### src/rtl/xf_pkg.sv
package xf_pkg;
    localparam int EA_W = 64;
    localparam int DW_W = 64;
    localparam int ENTRY_SHIFT = 4;      // 16-byte table entries
    localparam int RADIX_FLAG_BIT = 63;  // partition doubleword 0
    localparam int PRT_MIN_EXP = 12;     // table size offset

    typedef enum logic [2:0] {
        FLT_NONE   = 3'd0,
        FLT_SEG    = 3'd1,
        FLT_NOPTE  = 3'd2,
        FLT_BADCFG = 3'd3,
        FLT_WALK   = 3'd4
    } fault_e;

    typedef enum logic [1:0] {
        ACC_LOAD  = 2'd0,
        ACC_STORE = 2'd1,
        ACC_FETCH = 2'd2
    } acc_e;

    typedef enum logic [2:0] {
        S_IDLE,
        S_PART0,
        S_PART1,
        S_PROC,
        S_WALK
    } seq_state_e;
endpackage

### src/rtl/xf_mode.sv
module xf_mode
    import xf_pkg::*;
(
    input  logic            hv,
    input  logic            ir_on,
    input  logic            dr_on,
    input  logic [1:0]      kind,
    input  logic [EA_W-1:0] ea,
    output logic            is_real,
    output logic [EA_W-1:0] real_addr
);
    logic reloc_off;

    always_comb begin
        if (kind == ACC_FETCH) reloc_off = !ir_on;
        else                   reloc_off = !dr_on;
        is_real   = hv && reloc_off;
        real_addr = {4'b0000, ea[EA_W-5:0]};
    end
endmodule

### src/rtl/xf_quadrant.sv
module xf_quadrant #(
    parameter int LPID_W = 12,
    parameter int PID_W  = 20
) (
    input  logic              hv,
    input  logic [1:0]        quad,
    input  logic [LPID_W-1:0] cur_lpid,
    input  logic [PID_W-1:0]  cur_pid,
    output logic              legal,
    output logic [LPID_W-1:0] lpid,
    output logic [PID_W-1:0]  pid
);
    always_comb begin
        legal = 1'b1;
        lpid  = '0;
        pid   = '0;
        if (hv) begin
            unique case (quad)
                2'd0: pid = cur_pid;
                2'd1: begin lpid = cur_lpid; pid = cur_pid; end
                2'd2: lpid = cur_lpid;
                default: ;
            endcase
        end else begin
            unique case (quad)
                2'd0: begin lpid = cur_lpid; pid = cur_pid; end
                2'd3: lpid = cur_lpid;
                default: legal = 1'b0;
            endcase
        end
    end
endmodule

### src/rtl/xf_seq.sv
module xf_seq
    import xf_pkg::*;
#(
    parameter int LPID_W = 12,
    parameter int PID_W  = 20,
    parameter int PA_W   = 56
) (
    input  logic              clk,
    input  logic              rst_n,
    input  logic              req_valid,
    input  logic [EA_W-1:0]   req_ea,
    input  logic [1:0]        req_kind,
    input  logic              hv_mode,
    input  logic              is_real,
    input  logic [EA_W-1:0]   real_addr,
    input  logic              q_legal,
    input  logic [LPID_W-1:0] q_lpid,
    input  logic [PID_W-1:0]  q_pid,
    input  logic [PA_W-1:0]   ptab_base,
    output logic              busy,
    output logic              mem_req,
    output logic [PA_W-1:0]   mem_addr,
    input  logic              mem_rvalid,
    input  logic [DW_W-1:0]   mem_rdata,
    output logic              walk_start,
    output logic [EA_W-1:0]   walk_ea,
    output logic [PA_W-1:0]   walk_root,
    output logic [4:0]        walk_nls,
    output logic [5:0]        walk_asize,
    input  logic              walk_done,
    input  logic              walk_ok,
    input  logic [EA_W-1:0]   walk_raddr,
    output logic              done,
    output logic [2:0]        resp_fault,
    output logic [EA_W-1:0]   resp_raddr,
    output logic [2:0]        resp_perm,
    output logic              resp_dar_valid,
    output logic [EA_W-1:0]   resp_dar
);
    localparam int SIZE_W = 5;
    localparam int EXP_W  = SIZE_W + 1;

    typedef struct packed {
        seq_state_e        state;
        logic              mem_req;
        logic [PA_W-1:0]   mem_addr;
        logic [LPID_W-1:0] lpid;
        logic [PID_W-1:0]  pid;
        logic              hv;
        logic [EA_W-1:0]   ea;
        logic [1:0]        kind;
        logic              walk_start;
        logic [PA_W-1:0]   walk_root;
        logic [4:0]        walk_nls;
        logic [5:0]        walk_asize;
        logic              done;
        logic [2:0]        fault;
        logic [EA_W-1:0]   raddr;
        logic [2:0]        perm;
        logic              dar_valid;
        logic [EA_W-1:0]   dar;
    } seq_t;

    seq_t s_d, s_q;

    logic [EA_W-1:0]  pid_off;
    logic [EA_W-1:0]  tbl_lim;
    logic [EXP_W-1:0] tbl_exp;
    logic [PA_W-1:0]  prt_base;

    always_comb begin
        s_d            = s_q;
        s_d.mem_req    = 1'b0;
        s_d.walk_start = 1'b0;
        s_d.done       = 1'b0;

        pid_off  = EA_W'(s_q.pid) << ENTRY_SHIFT;
        tbl_exp  = EXP_W'(mem_rdata[SIZE_W-1:0]) + EXP_W'(PRT_MIN_EXP);
        tbl_lim  = {{(EA_W-1){1'b0}}, 1'b1} << tbl_exp;
        prt_base = {mem_rdata[PA_W-1:PRT_MIN_EXP], {PRT_MIN_EXP{1'b0}}};

        unique case (s_q.state)
            S_IDLE: begin
                if (req_valid) begin
                    s_d.ea   = req_ea;
                    s_d.kind = req_kind;
                    s_d.hv   = hv_mode;
                    s_d.lpid = q_lpid;
                    s_d.pid  = q_pid;
                    if (is_real) begin
                        s_d.done      = 1'b1;
                        s_d.fault     = FLT_NONE;
                        s_d.raddr     = real_addr;
                        s_d.perm      = 3'b111;
                        s_d.dar_valid = 1'b0;
                        s_d.dar       = '0;
                    end else if (!q_legal) begin
                        s_d.done      = 1'b1;
                        s_d.fault     = FLT_SEG;
                        s_d.raddr     = '0;
                        s_d.perm      = 3'b000;
                        s_d.dar_valid = (req_kind != ACC_FETCH);
                        s_d.dar       = (req_kind != ACC_FETCH) ? req_ea : '0;
                    end else begin
                        s_d.mem_req  = 1'b1;
                        s_d.mem_addr = ptab_base + (PA_W'(q_lpid) << ENTRY_SHIFT);
                        s_d.state    = S_PART0;
                    end
                end
            end
            S_PART0: begin
                if (mem_rvalid) begin
                    if (!mem_rdata[RADIX_FLAG_BIT] || (s_q.lpid == '0 && !s_q.hv)) begin
                        s_d.done      = 1'b1;
                        s_d.fault     = FLT_BADCFG;
                        s_d.raddr     = '0;
                        s_d.perm      = 3'b000;
                        s_d.dar_valid = (s_q.kind != ACC_FETCH);
                        s_d.dar       = (s_q.kind != ACC_FETCH) ? s_q.ea : '0;
                        s_d.state     = S_IDLE;
                    end else begin
                        s_d.mem_req  = 1'b1;
                        s_d.mem_addr = s_q.mem_addr + PA_W'(8);
                        s_d.state    = S_PART1;
                    end
                end
            end
            S_PART1: begin
                if (mem_rvalid) begin
                    if (pid_off >= tbl_lim) begin
                        s_d.done      = 1'b1;
                        s_d.fault     = FLT_NOPTE;
                        s_d.raddr     = '0;
                        s_d.perm      = 3'b000;
                        s_d.dar_valid = (s_q.kind != ACC_FETCH);
                        s_d.dar       = (s_q.kind != ACC_FETCH) ? s_q.ea : '0;
                        s_d.state     = S_IDLE;
                    end else begin
                        s_d.mem_req  = 1'b1;
                        s_d.mem_addr = prt_base + pid_off[PA_W-1:0];
                        s_d.state    = S_PROC;
                    end
                end
            end
            S_PROC: begin
                if (mem_rvalid) begin
                    s_d.walk_root  = {mem_rdata[PA_W-1:8], 8'h00};
                    s_d.walk_nls   = mem_rdata[4:0];
                    s_d.walk_asize = mem_rdata[63:58];
                    s_d.walk_start = 1'b1;
                    s_d.state      = S_WALK;
                end
            end
            S_WALK: begin
                if (walk_done) begin
                    s_d.done      = 1'b1;
                    s_d.fault     = walk_ok ? FLT_NONE : FLT_WALK;
                    s_d.raddr     = walk_ok ? walk_raddr : '0;
                    s_d.perm      = 3'b000;
                    s_d.dar_valid = !walk_ok && (s_q.kind != ACC_FETCH);
                    s_d.dar       = (!walk_ok && s_q.kind != ACC_FETCH) ? s_q.ea : '0;
                    s_d.state     = S_IDLE;
                end
            end
            default: s_d.state = S_IDLE;
        endcase
    end

    always_ff @(posedge clk) begin
        if (!rst_n) begin
            s_q       <= '0;
            s_q.state <= S_IDLE;
        end else begin
            s_q <= s_d;
        end
    end

    assign busy           = (s_q.state != S_IDLE);
    assign mem_req        = s_q.mem_req;
    assign mem_addr       = s_q.mem_addr;
    assign walk_start     = s_q.walk_start;
    assign walk_ea        = s_q.ea;
    assign walk_root      = s_q.walk_root;
    assign walk_nls       = s_q.walk_nls;
    assign walk_asize     = s_q.walk_asize;
    assign done           = s_q.done;
    assign resp_fault     = s_q.fault;
    assign resp_raddr     = s_q.raddr;
    assign resp_perm      = s_q.perm;
    assign resp_dar_valid = s_q.dar_valid;
    assign resp_dar       = s_q.dar;
endmodule

### src/rtl/xlate_front.sv
module xlate_front
    import xf_pkg::*;
#(
    parameter int LPID_W = 12,
    parameter int PID_W  = 20,
    parameter int PA_W   = 56
) (
    input  logic              clk,
    input  logic              rst_n,
    input  logic              req_valid,
    input  logic [63:0]       req_ea,
    input  logic [1:0]        req_kind,
    input  logic              hv_mode,
    input  logic              ir_on,
    input  logic              dr_on,
    input  logic [LPID_W-1:0] cur_lpid,
    input  logic [PID_W-1:0]  cur_pid,
    input  logic [PA_W-1:0]   ptab_base,
    output logic              busy,
    output logic              mem_req,
    output logic [PA_W-1:0]   mem_addr,
    input  logic              mem_rvalid,
    input  logic [63:0]       mem_rdata,
    output logic              walk_start,
    output logic [63:0]       walk_ea,
    output logic [PA_W-1:0]   walk_root,
    output logic [4:0]        walk_nls,
    output logic [5:0]        walk_asize,
    input  logic              walk_done,
    input  logic              walk_ok,
    input  logic [63:0]       walk_raddr,
    output logic              done,
    output logic [2:0]        resp_fault,
    output logic [63:0]       resp_raddr,
    output logic [2:0]        resp_perm,
    output logic              resp_dar_valid,
    output logic [63:0]       resp_dar
);
    logic              is_real;
    logic [EA_W-1:0]   real_addr;
    logic              q_legal;
    logic [LPID_W-1:0] q_lpid;
    logic [PID_W-1:0]  q_pid;

    xf_mode u_mode (
        .hv        (hv_mode),
        .ir_on     (ir_on),
        .dr_on     (dr_on),
        .kind      (req_kind),
        .ea        (req_ea),
        .is_real   (is_real),
        .real_addr (real_addr)
    );

    xf_quadrant #(.LPID_W(LPID_W), .PID_W(PID_W)) u_quad (
        .hv       (hv_mode),
        .quad     (req_ea[63:62]),
        .cur_lpid (cur_lpid),
        .cur_pid  (cur_pid),
        .legal    (q_legal),
        .lpid     (q_lpid),
        .pid      (q_pid)
    );

    xf_seq #(.LPID_W(LPID_W), .PID_W(PID_W), .PA_W(PA_W)) u_seq (
        .clk            (clk),
        .rst_n          (rst_n),
        .req_valid      (req_valid),
        .req_ea         (req_ea),
        .req_kind       (req_kind),
        .hv_mode        (hv_mode),
        .is_real        (is_real),
        .real_addr      (real_addr),
        .q_legal        (q_legal),
        .q_lpid         (q_lpid),
        .q_pid          (q_pid),
        .ptab_base      (ptab_base),
        .busy           (busy),
        .mem_req        (mem_req),
        .mem_addr       (mem_addr),
        .mem_rvalid     (mem_rvalid),
        .mem_rdata      (mem_rdata),
        .walk_start     (walk_start),
        .walk_ea        (walk_ea),
        .walk_root      (walk_root),
        .walk_nls       (walk_nls),
        .walk_asize     (walk_asize),
        .walk_done      (walk_done),
        .walk_ok        (walk_ok),
        .walk_raddr     (walk_raddr),
        .done           (done),
        .resp_fault     (resp_fault),
        .resp_raddr     (resp_raddr),
        .resp_perm      (resp_perm),
        .resp_dar_valid (resp_dar_valid),
        .resp_dar       (resp_dar)
    );
endmodule

### config.mk
export PLATFORM = sky130hd
export DESIGN_NAME = xlate_front
export DESIGN_NICKNAME = d
export VERILOG_FILES = /design/src/rtl/xf_pkg.sv /design/src/rtl/xf_mode.sv /design/src/rtl/xf_quadrant.sv /design/src/rtl/xf_seq.sv /design/src/rtl/xlate_front.sv
export SDC_FILE = /design/constraint.sdc
export NUM_CORES = 1
export LEC_CHECK = 0
export BUFFER_PORTS_ARGS = -buffer_cell sky130_fd_sc_hd__buf_2
export CAP_MARGIN = 20
export CORE_MARGIN = 3
export CORE_UTILIZATION = 30
export DETAILED_ROUTE_END_ITERATION = 10
export PLACE_DENSITY = 0.61
export SETUP_SLACK_MARGIN = 0.15
export SLEW_MARGIN = 15
export SYNTH_ARGS = -nofsm -noshare
export SYNTH_HDL_FRONTEND = slang
export SYNTH_HIERARCHICAL = 1
export SYNTH_SLANG_ARGS = --single-unit
### constraint.sdc
create_clock -name clk -period 4.4 [get_ports clk]
set_input_delay 0.22 -clock clk [delete_from_list [all_inputs] [get_ports clk]]
set_output_delay 0.22 -clock clk [all_outputs]
set_load 0.1 [all_outputs]
=== Word level (Yosys, flattened, before mapping) ===
Index checks and enable logic that the tools add are counted.

* Flip-flop bits (word level): 355
* Input bits: 291

* $add $sub $neg: 4
* $lt $le $gt $ge: 1
* Equal/unequal tests: 22
* Shifts and indexed selects: 1
* Mux-type cells: 37
* Reductions and logical operators: 24

{| class="wikitable"
|+ Operator list
! operator !! count
|-
| 2-to-1 mux 136 bit || 8
|-
| case mux 136 bit (4 select lines) || 1
|-
| 2-to-1 mux 64 bit || 4
|-
| 2-to-1 mux 60 bit || 4
|-
| case mux 57 bit (3 select lines) || 1
|-
| 2-to-1 mux 159 bit || 1
|-
| 2-to-1 mux 57 bit || 2
|-
| 2-to-1 mux 68 bit || 1
|-
| greater-or-equal comparator 24 x 64 -> 1 bit || 1
|-
| << shifter 1 x 6 -> 64 bit (first input constant) || 1
|-
| 2-to-1 mux 20 bit || 3
|-
| adder 56 x 16 -> 56 bit || 1
|-
| adder 56 x 24 -> 56 bit || 1
|-
| adder 56 x 4 -> 56 bit (second input constant) || 1
|-
| 2-to-1 mux 12 bit || 3
|-
| inequality test 2 bit (second input constant) || 10
|-
| AND reduction 8 bit || 2
|-
| case mux 3 bit (5 select lines) || 1
|-
| logical NOT 12 bit || 1
|-
| 2-to-1 mux 3 bit || 3
|-
| AND reduction 7 bit || 1
|-
| adder 5 x 4 -> 6 bit (second input constant) || 1
|-
| == test 2 bit (second input constant) || 3
|-
| == test 3 x 2 -> 1 bit (second input constant) || 2
|-
| other kinds (16) || 32
|}

=== Depth between registers and ports, before layout ===
Gate-level depths: netlist of the first run.

* Depth after elaboration: 9
* Depth in mapped cells: 20

=== Modules after synthesis ===
Netlist of the first run, hierarchy kept.

{| class="wikitable"
|+ By module, submodules not included
! module !! times used !! cells an instance !! area an instance (um^2) !! seq. area each (um^2)
|-
| xf_seq || 1 || 2567 || 20429.6 || 7066.8
|-
| xf_mode || 1 || 69 || 515.5 || 0.0
|-
| xf_quadrant || 1 || 42 || 272.8 || 0.0
|}

=== Least setup slack after synthesis of the first run ===
No wires, ideal clock.

* Path kind: input -> register
* Start: input mem_rdata[2]
* End: register u_seq.s_q (netlist bit u_seq/resp_dar[40])
* Library setup time: 123 ps
* Arrival: 3545 ps
* Setup slack: 732 ps
* Stages: 20
* Path buffers: 5
* Path through: buf_2 inv_1 ha_1 buf_6 nor4_1 a21oi_1 nor2b_1 nand2_1 ha_1 o2111a_1 o31ai_1 a2111o_1 a2111oi_4 nor2_2 a22o_1 buf_6 buf_6 buf_6 a221oi_1 nor2_1

* Longest elaborated chain between the ends: 5

{| class="wikitable"
|+ RTL lines
! item !! line !! RTL
|-
| from (decl) || xlate_front.sv:23 || <nowiki>input logic [63:0] mem_rdata,</nowiki>
|-
| adder 5 x 4 -> 6 bit || xf_seq.sv:78 || <nowiki>tbl_exp = EXP_W'(mem_rdata[SIZE_W-1:0]) + EXP_W'(PRT_MIN_EXP);</nowiki>
|-
| << shifter 1 x 6 -> 64 bit || xf_seq.sv:79 || <nowiki>tbl_lim = {{(EA_W-1){1'b0}}, 1'b1} << tbl_exp;</nowiki>
|-
| greater-or-equal comparator 24 x 64 -> 1 bit || xf_seq.sv:130 || <nowiki>if (pid_off >= tbl_lim) begin</nowiki>
|-
| inequality test 2 x 1 -> 1 bit (no line) || n/a ||
|-
| AND reduction 8 bit (no line) || n/a ||
|-
| to (decl) || xf_seq.sv:64 || <nowiki>seq_t s_d, s_q;</nowiki>
|}

Every way passes these cells.
A chain may end at the register's enable or synchronous reset.

=== Worst setup path after layout of the first run ===
* Start: input mem_rdata[0]
* End: register u_seq.s_q (netlist bit u_seq/resp_raddr[5])

The elaborated chain is that of the path after synthesis.

==> results of run 1 <==
-- worst reg2reg max path: cells and delay by family (launching register included) --
family | cells | cell delay, ns
buf+inv | 3 | 1.08
fa+ha+maj | 1 | 0.32
simple gates | 2 | 0.11
compound gates | 6 | 1.79
flops | 1 | 0.35
-- logic make-up after synthesis --
group	share of synthesized area [%]
and+or+nand+nor	20.0
AOI/OAI and AO/OA	21.5
buffers and inverters	17.9
DFF	33.3
xor gates and xnor gates	4.17
adders and majority gates	3.02
other	0.0354
muxes	0.0944
-- Yosys cell counts (4+ instances only) --
library cell    n  share of area, %
nand2_1       442               7.8
buf_4         389                14
dfxtp_1       353                33
a21oi_1       243               5.7
nor2_1        207               3.7
clkbuf_1      130               2.3
o21ai_0       121               2.9
a222oi_1       74               3.5
nand3_1        56               1.3
xnor2_1        56               2.3
ha_1           48               2.8
xor2_1         45               1.9
nand4_1        44               1.3
a221oi_2       39               2.8
and3_1         36               1.1
a31oi_1        33              0.97
a221oi_1       32               1.3
nor2b_1        24              0.71
and2_1         23              0.68
inv_1          23              0.41
buf_2          21              0.50
and4_1         20              0.83
nor3_1         17              0.40
buf_6          15              0.80
nor4_1         14              0.41
nand2b_1       13              0.38
o22ai_1        13              0.38
a21o_1         12              0.42
o31a_1         10              0.41
o21a_1          9              0.32
a211oi_1        7              0.25
a22oi_1         7              0.25
o31ai_1         7              0.25
or3_1           7              0.21
a2111oi_0       6              0.25
nand3b_1        5              0.18
nand4b_1        5              0.21
buf_1           4             0.071
o211ai_1        4              0.14
o221a_2         4              0.21
or4_1           4              0.14
-- power by group --
part	total (mW)	internal, mW	switching [mW]
Sequential	3.56	3.39	0.167
Combinational	3.19	0.799	2.39
Clock	3.84	2.30	1.54
-- routing by layer --
| layer | share of wire (%) | vias up | wire [µm] | track usage [%] |
|---|---|---|---|---|
| met1 | 40 | 10200 | 35000 | 28.2 |
| met2 | 45 | 1203 | 39600 | 35.4 |
| met5 | 0.015 | - | 13 | 0 |
| li1 | - | 9930 | - | - |
| met4 | 5.2 | 2 | 4590 | 10.4 |
| met3 | 9.9 | 255 | 8710 | 5.73 |
-- metrics by stage --
step | setup WS [ns] | cells | hold WS (ns) | utilization [%] | power, mW
2_1_floorplan | 0.732 | 2688 | 0.356 | - | 6.05
5_1_grt | 0.156 | 4077 | 0.0127 | 38.5 | 11.0
6_report | 0.250 | 4078 | 0.0412 | 38.5 | 10.6
3_3_place_gp | 0.225 | 3706 | 0.439 | 32.1 | 6.53
4_1_cts | 0.211 | 4061 | 0.00489 | 38.3 | 10.6
3_5_place_dp | 0.187 | 3706 | 0.444 | 32.1 | 6.54
-- state kept, by name (all words and copies together), names as in the netlist, 5 cells and up --
signal and count:
u_seq/mem_addr 56, u_seq/pid_off 20, u_seq/resp_dar 64, u_seq/resp_raddr 64, u_seq/s_q 18, u_seq/walk_asize 6
u_seq/walk_ea 64, u_seq/walk_nls 5, u_seq/walk_root 48
-- final cells by class --
| cell class | instances | area [µm²] |
|---|---|---|
| inverters | 23 | 93.8 |
| clock inverters | 15 | 245 |
| flip-flops and latches | 353 | 7070 |
| multi-input cells | 1751 | 10500 |
| fillers | 6998 | 42600 |
| well taps | 931 | 1160 |
| repair buffers | 930 | 6290 |
| diodes | 12 | 30.0 |
| clock buffers | 63 | 1260 |
-- timing repair --
action / in CTS / in global routing
endpoints found under the setup margin: 0 / 81
hold buffers: 277 / 0
hold endpoints to repair: 281 / 0
buffers inserted: 0 / 4
resized for setup: 0 / 16
-- how the worst max path moves through the flow --
stage / startpoint / to / cells past startpoint
6_report: mem_rdata[0] / u_seq/resp_raddr[5]$_SDFFE_PN0P_ / 16
5_1_grt: mem_rdata[2] / u_seq/resp_raddr[46]$_SDFFE_PN0P_ / 19
4_1_cts: mem_rdata[1] / u_seq/resp_raddr[5]$_SDFFE_PN0P_ / 15
3_5_place_dp: req_ea[63] / u_seq/mem_addr[38]$_SDFFE_PN0P_ / 15
3_3_place_gp: req_ea[63] / u_seq/mem_addr[39]$_SDFFE_PN0P_ / 13
2_1_floorplan: mem_rdata[2] / u_seq/resp_dar[40]$_SDFFE_PN0P_ / 20
==> impl_metrics.toml, run 1 <==
[setup_path]
reg2reg_slack_ns = 0.59
cpMostUsedCell = "buf_4"
r2r_end = "u_seq/resp_raddr[5]$_SDFFE_PN0P_"
cp.arrival_ns = 4.58
critical-path-max-stage-delay_ns = 0.64
crit_path_max_fanout = 15
reg2reg_from = "u_seq/pid_off[7]$_SDFFE_PN0P_"
worstPathRequired_ns = 4.83
worst-path-buf-inv = 5
cp-start-kind = "input port"
crit_family = "compound AO/OA/AOI/OAI gates"
cp_cell_sequence = "dlygate4sd3_1 -> buf_4 -> nor3b_4 -> nand2_1 -> ha_1 -> o2111a_1 -> o31ai_1 -> a2111o_1 -> a2111oi_4 -> buf_4 -> nor2_4 -> a22o_4 -> buf_4 -> a222oi_1 -> dlygate4sd3_1 -> nor2_1"
end_kind = "flop"
crit_slowest_cell = "dlygate4sd3_1"
rr_worst_depth = 12
path_class = "input port to flop"

[outcome]
outcome = "completed"

[placement]
routabilityCongestion = 0.975
io_buffers = 603
postPlaceCellArea_um2 = 22300
hpwlAfterDp_um = 61400

[global_routing]
antenna_found_initial = 13
grtUsageTotal_pct = 22.3
grt_overflow = 0
grt_pass1_vias = 20100
grt_max_degree = 134
grt_first_pass_wirelength_um = 128000

[timing]
setup_viol = 0
fin_skew_ns = 0.0478
finalCriticalPeriod_ns = 4.15
period_share_pct = 94.3
fmax_ghz = 0.241
fin_tns_setup_ns = 0
drv_slew = 0
worst_slew_pin_slew_ns = 1.06
hold_violations = 0
slew_headroom_pct = 29.0
rsz0062_at_grt = "false"

[drt]
firstDrtPassIters = 7
num_vias = 21600
wl_per_cell_um = 21.6
drc_errors = 0
routed_wl_um = 87900
ant_nets = 0
vias_per_cell = 5.29
initialDrtViolationCount = 2605

[power_and_ir_drop]
peakVddDrop_mv = 0.318
power.density_nw_per_um2 = 397
leakage_nw = 11.3

[worst_hold_path]
hold_class = "input port to flop"
hp-start = "cur_lpid[10]"
hold_path_end = "u_seq/s_q[301]$_SDFFE_PN0P_"
whs_path_depth = 4

[clocking]
cts.sinks = 353
clk_path_buf_depth = 3
clkTransAtPathRegs_ns = 0.06
clk_latency_ns = 0.60
root_buffer = "clkbuf_16"
cts-buffers-inserted = 43
htree_levels = 2
cts_tree = "built"

[finish]
area_growth_pct = 25.7
final_cell_mix = "buf_2 (600), nand2_1 (442), dfxtp_1 (353)"
final_common_cell = "buf_2"
finalInstanceArea_um2 = 26700
final_nets = 3443
drive_above_1_share_pct = 25.5

[logic_synthesis]
ys_warn_count = 6
synthDistinctLibCells = 80
postSynthCellCount = 2678
synth_area_um2 = 21200
synthFlopType = "dfxtp_1"
ys_seq_area_share_pct = 33.3
ys_ff_latch = 353
synth-async-reset-ratio_pct = 0
syn_avg_cell_area_um2 = 7.92
synth-edff-count = 0

[floorplanning]
dieHeight_um = 272
pin_count = 617
die-area_um2 = 74000
core_region_area_um2 = 69300
die_w_um = 272
start_util_pct = 30.6
row_count = 96

[flow_run]
drv_cap = 0
Power figures use the tool's default switching activity.
==> inputs of run 2 (changes only) <==
--- a/config.mk
+++ b/config.mk
@@ -11,7 +11,7 @@
 export CORE_UTILIZATION = 30
 export DETAILED_ROUTE_END_ITERATION = 10
 export PLACE_DENSITY = 0.61
-export SETUP_SLACK_MARGIN = 0.15
+export SETUP_SLACK_MARGIN = 0.5
 export SLEW_MARGIN = 15
 export SYNTH_ARGS = -nofsm -noshare
 export SYNTH_HDL_FRONTEND = slang
==> impl_metrics.toml, run 2 (synthesis results as in run 1) <==
[finish]
final_common_cell = "buf_2"
finalInstanceArea_um2 = 26100
area_growth_pct = 23.1
drive_above_1_share_pct = 25.8
final_nets = 3392
final_cell_mix = "buf_2 (602), nand2_1 (442), dfxtp_1 (353)"
nFillCells = 7066

[setup_path]
cp_cell_sequence = "buf_2 -> inv_1 -> ha_1 -> buf_4 -> a21oi_1 -> nor2_2 -> buf_4 -> nand4b_1 -> ha_1 -> nand2_1 -> a2111o_1 -> a2111oi_4 -> buf_4 -> nor2_4 -> a22o_4 -> a222oi_1 -> dlygate4sd3_1 -> nor2_1"
path_class = "input port to flop"
crit_slowest_cell = "dlygate4sd3_1"
cpMostUsedCell = "buf_4"
crit_path_max_fanout = 8
cp-start-kind = "input port"
cp.arrival_ns = 4.22
end_kind = "flop"
critical-path-max-stage-delay_ns = 0.62
worstPathRequired_ns = 4.82

[clocking]
clk_latency_ns = 0.60
cts_tree = "built"
cts.sinks = 353
htree_levels = 2
clk_path_buf_depth = 3
root_buffer = "clkbuf_16"
cts-buffers-inserted = 43
clkTransAtPathRegs_ns = 0.06

[timing]
drv_slew = 0
rsz0062_at_grt = "false"
slew_headroom_pct = 27.5
fin_skew_ns = 0.0530
setup_viol = 0
fmax_ghz = 0.263
hold_slack_ns = 0.0456
worst_slack_ns = 0.604
fin_tns_setup_ns = 0
finalCriticalPeriod_ns = 3.80
period_share_pct = 86.3
worst_slew_pin_slew_ns = 1.09
hold_violations = 0

[floorplanning]
start_util_pct = 30.6
dieHeight_um = 272
core_region_area_um2 = 69300
die-area_um2 = 74000
die_w_um = 272
pin_count = 617
row_count = 96

[placement]
postPlaceCellArea_um2 = 22300
routabilityCongestion = 0.975
io_buffers = 603
hpwlAfterDp_um = 61400
preCtsSetupSlack_ns = 0.187

[global_routing]
antenna_found_initial = 13
grt_max_degree = 134
grt_overflow = 0
grtUsageTotal_pct = 21.7
grt_pass1_vias = 19500
grt_first_pass_wirelength_um = 125000

[outcome]
outcome = "completed"

[power_and_ir_drop]
power_frac_comb_pct = 29.8
power.density_nw_per_um2 = 403
peakVddDrop_mv = 0.317
p_total_mw = 10.5
seqPwrFrac_pct = 33.8
switching_share_pct = 38.7
clock_power_share_pct = 36.4
p_int_mw = 6.45
p_switching_mw = 4.07
leakage_nw = 11.2

[drt]
ant_nets = 0
drc_errors = 0
wl_per_cell_um = 21.4
num_vias = 21000
firstDrtPassIters = 9
initialDrtViolationCount = 2335
vias_per_cell = 5.23
routed_wl_um = 86300

[flow_run]
drv_cap = 0

[worst_hold_path]
hold_class = "input port to flop"
run 2: cell count changes in the layout (fill, tap and decap cells not counted), moves of 2 or more:
| cell | before | now |
|---|---|---|
| buf_2 | 600 | 602 |
| dlygate4sd3_1 | 277 | 223 |
| nor3b_4 | 2 | 0 |
| diode_2 | 12 | 9 |
| nor3b_1 | 1 | 3 |
| dlymetal6s4s_1 | 0 | 2 |
run 2: critical path, delay by kind of cell:
kind,cells,cell delay (ns)
AO/OA/AOI/OAI,5,1.64
adder cells (fa/ha/maj),2,0.47
buffers and inverters,6,1.34
AND/OR/NAND/NOR,5,0.55
run 2: path summary, 6_finish.rpt:
check	start	endpoint	slack, ns	depth (start not counted)
worst min register to register	u_seq/walk_nls[0]$_SDFFE_PN0P_	u_seq/walk_nls[0]$_SDFFE_PN0P_	0.45	2
worst max register to register	u_seq/pid_off[7]$_SDFFE_PN0P_	u_seq/resp_raddr[6]$_SDFFE_PN0P_	0.87	11
worst max-delay path	mem_rdata[2]	u_seq/resp_raddr[6]$_SDFFE_PN0P_	0.60	18
worst min-delay path	cur_lpid[10]	u_seq/s_q[301]$_SDFFE_PN0P_	0.05	4
run 2: repair_timing:
action	CTS	global route
endpoints found under the setup margin	0	29
endpoints found under the hold margin	281	0
buffers inserted	0	5
gates resized for setup	0	7
hold buffers	225	0
run 2: stage by stage:
| stage | util, % | std cells |
|---|---|---|
| after floorplan | - | 2688 |
| after global placement | 32.1 | 3706 |
| after detailed placement | 32.1 | 3706 |
| after CTS | 37.5 | 4009 |
| after global routing | 37.7 | 4024 |
| final | 37.7 | 4024 |
run 2: area by class of cell:
type	instances	area (µm²)	area share (%)
clock inverter	15	245	0.939
sequential	353	7070	27.1
inverter	23	93.8	0.359
antenna	9	22.5	0.0863
clock buffer	63	1260	4.84
timing repair buffer	879	5770	22.1
tap	931	1160	4.46
multi-input combinational	1751	10500	40.1
run 2: power groups by stage:
| stage | clock (mW) | combinational [mW] | sequential (mW) |
|---|---|---|---|
| floorplan | 0 | 2.46 | 3.59 |
| global placement | 0 | 2.91 | 3.62 |
| detailed placement | 0 | 2.91 | 3.62 |
| CTS | 3.93 | 3.08 | 3.55 |
| global route | 4.06 | 3.27 | 3.58 |
| finish | 3.83 | 3.13 | 3.56 |
run 2: metal layers:
layer,vias to the layer above,global-route usage [%],part of all wire (%)
met5,-,0,0.015
met4,2,10.4,5.4
met3,228,6.61,10
met2,1098,34.1,45
met1,9882,27.1,40
li1,9832,-,-
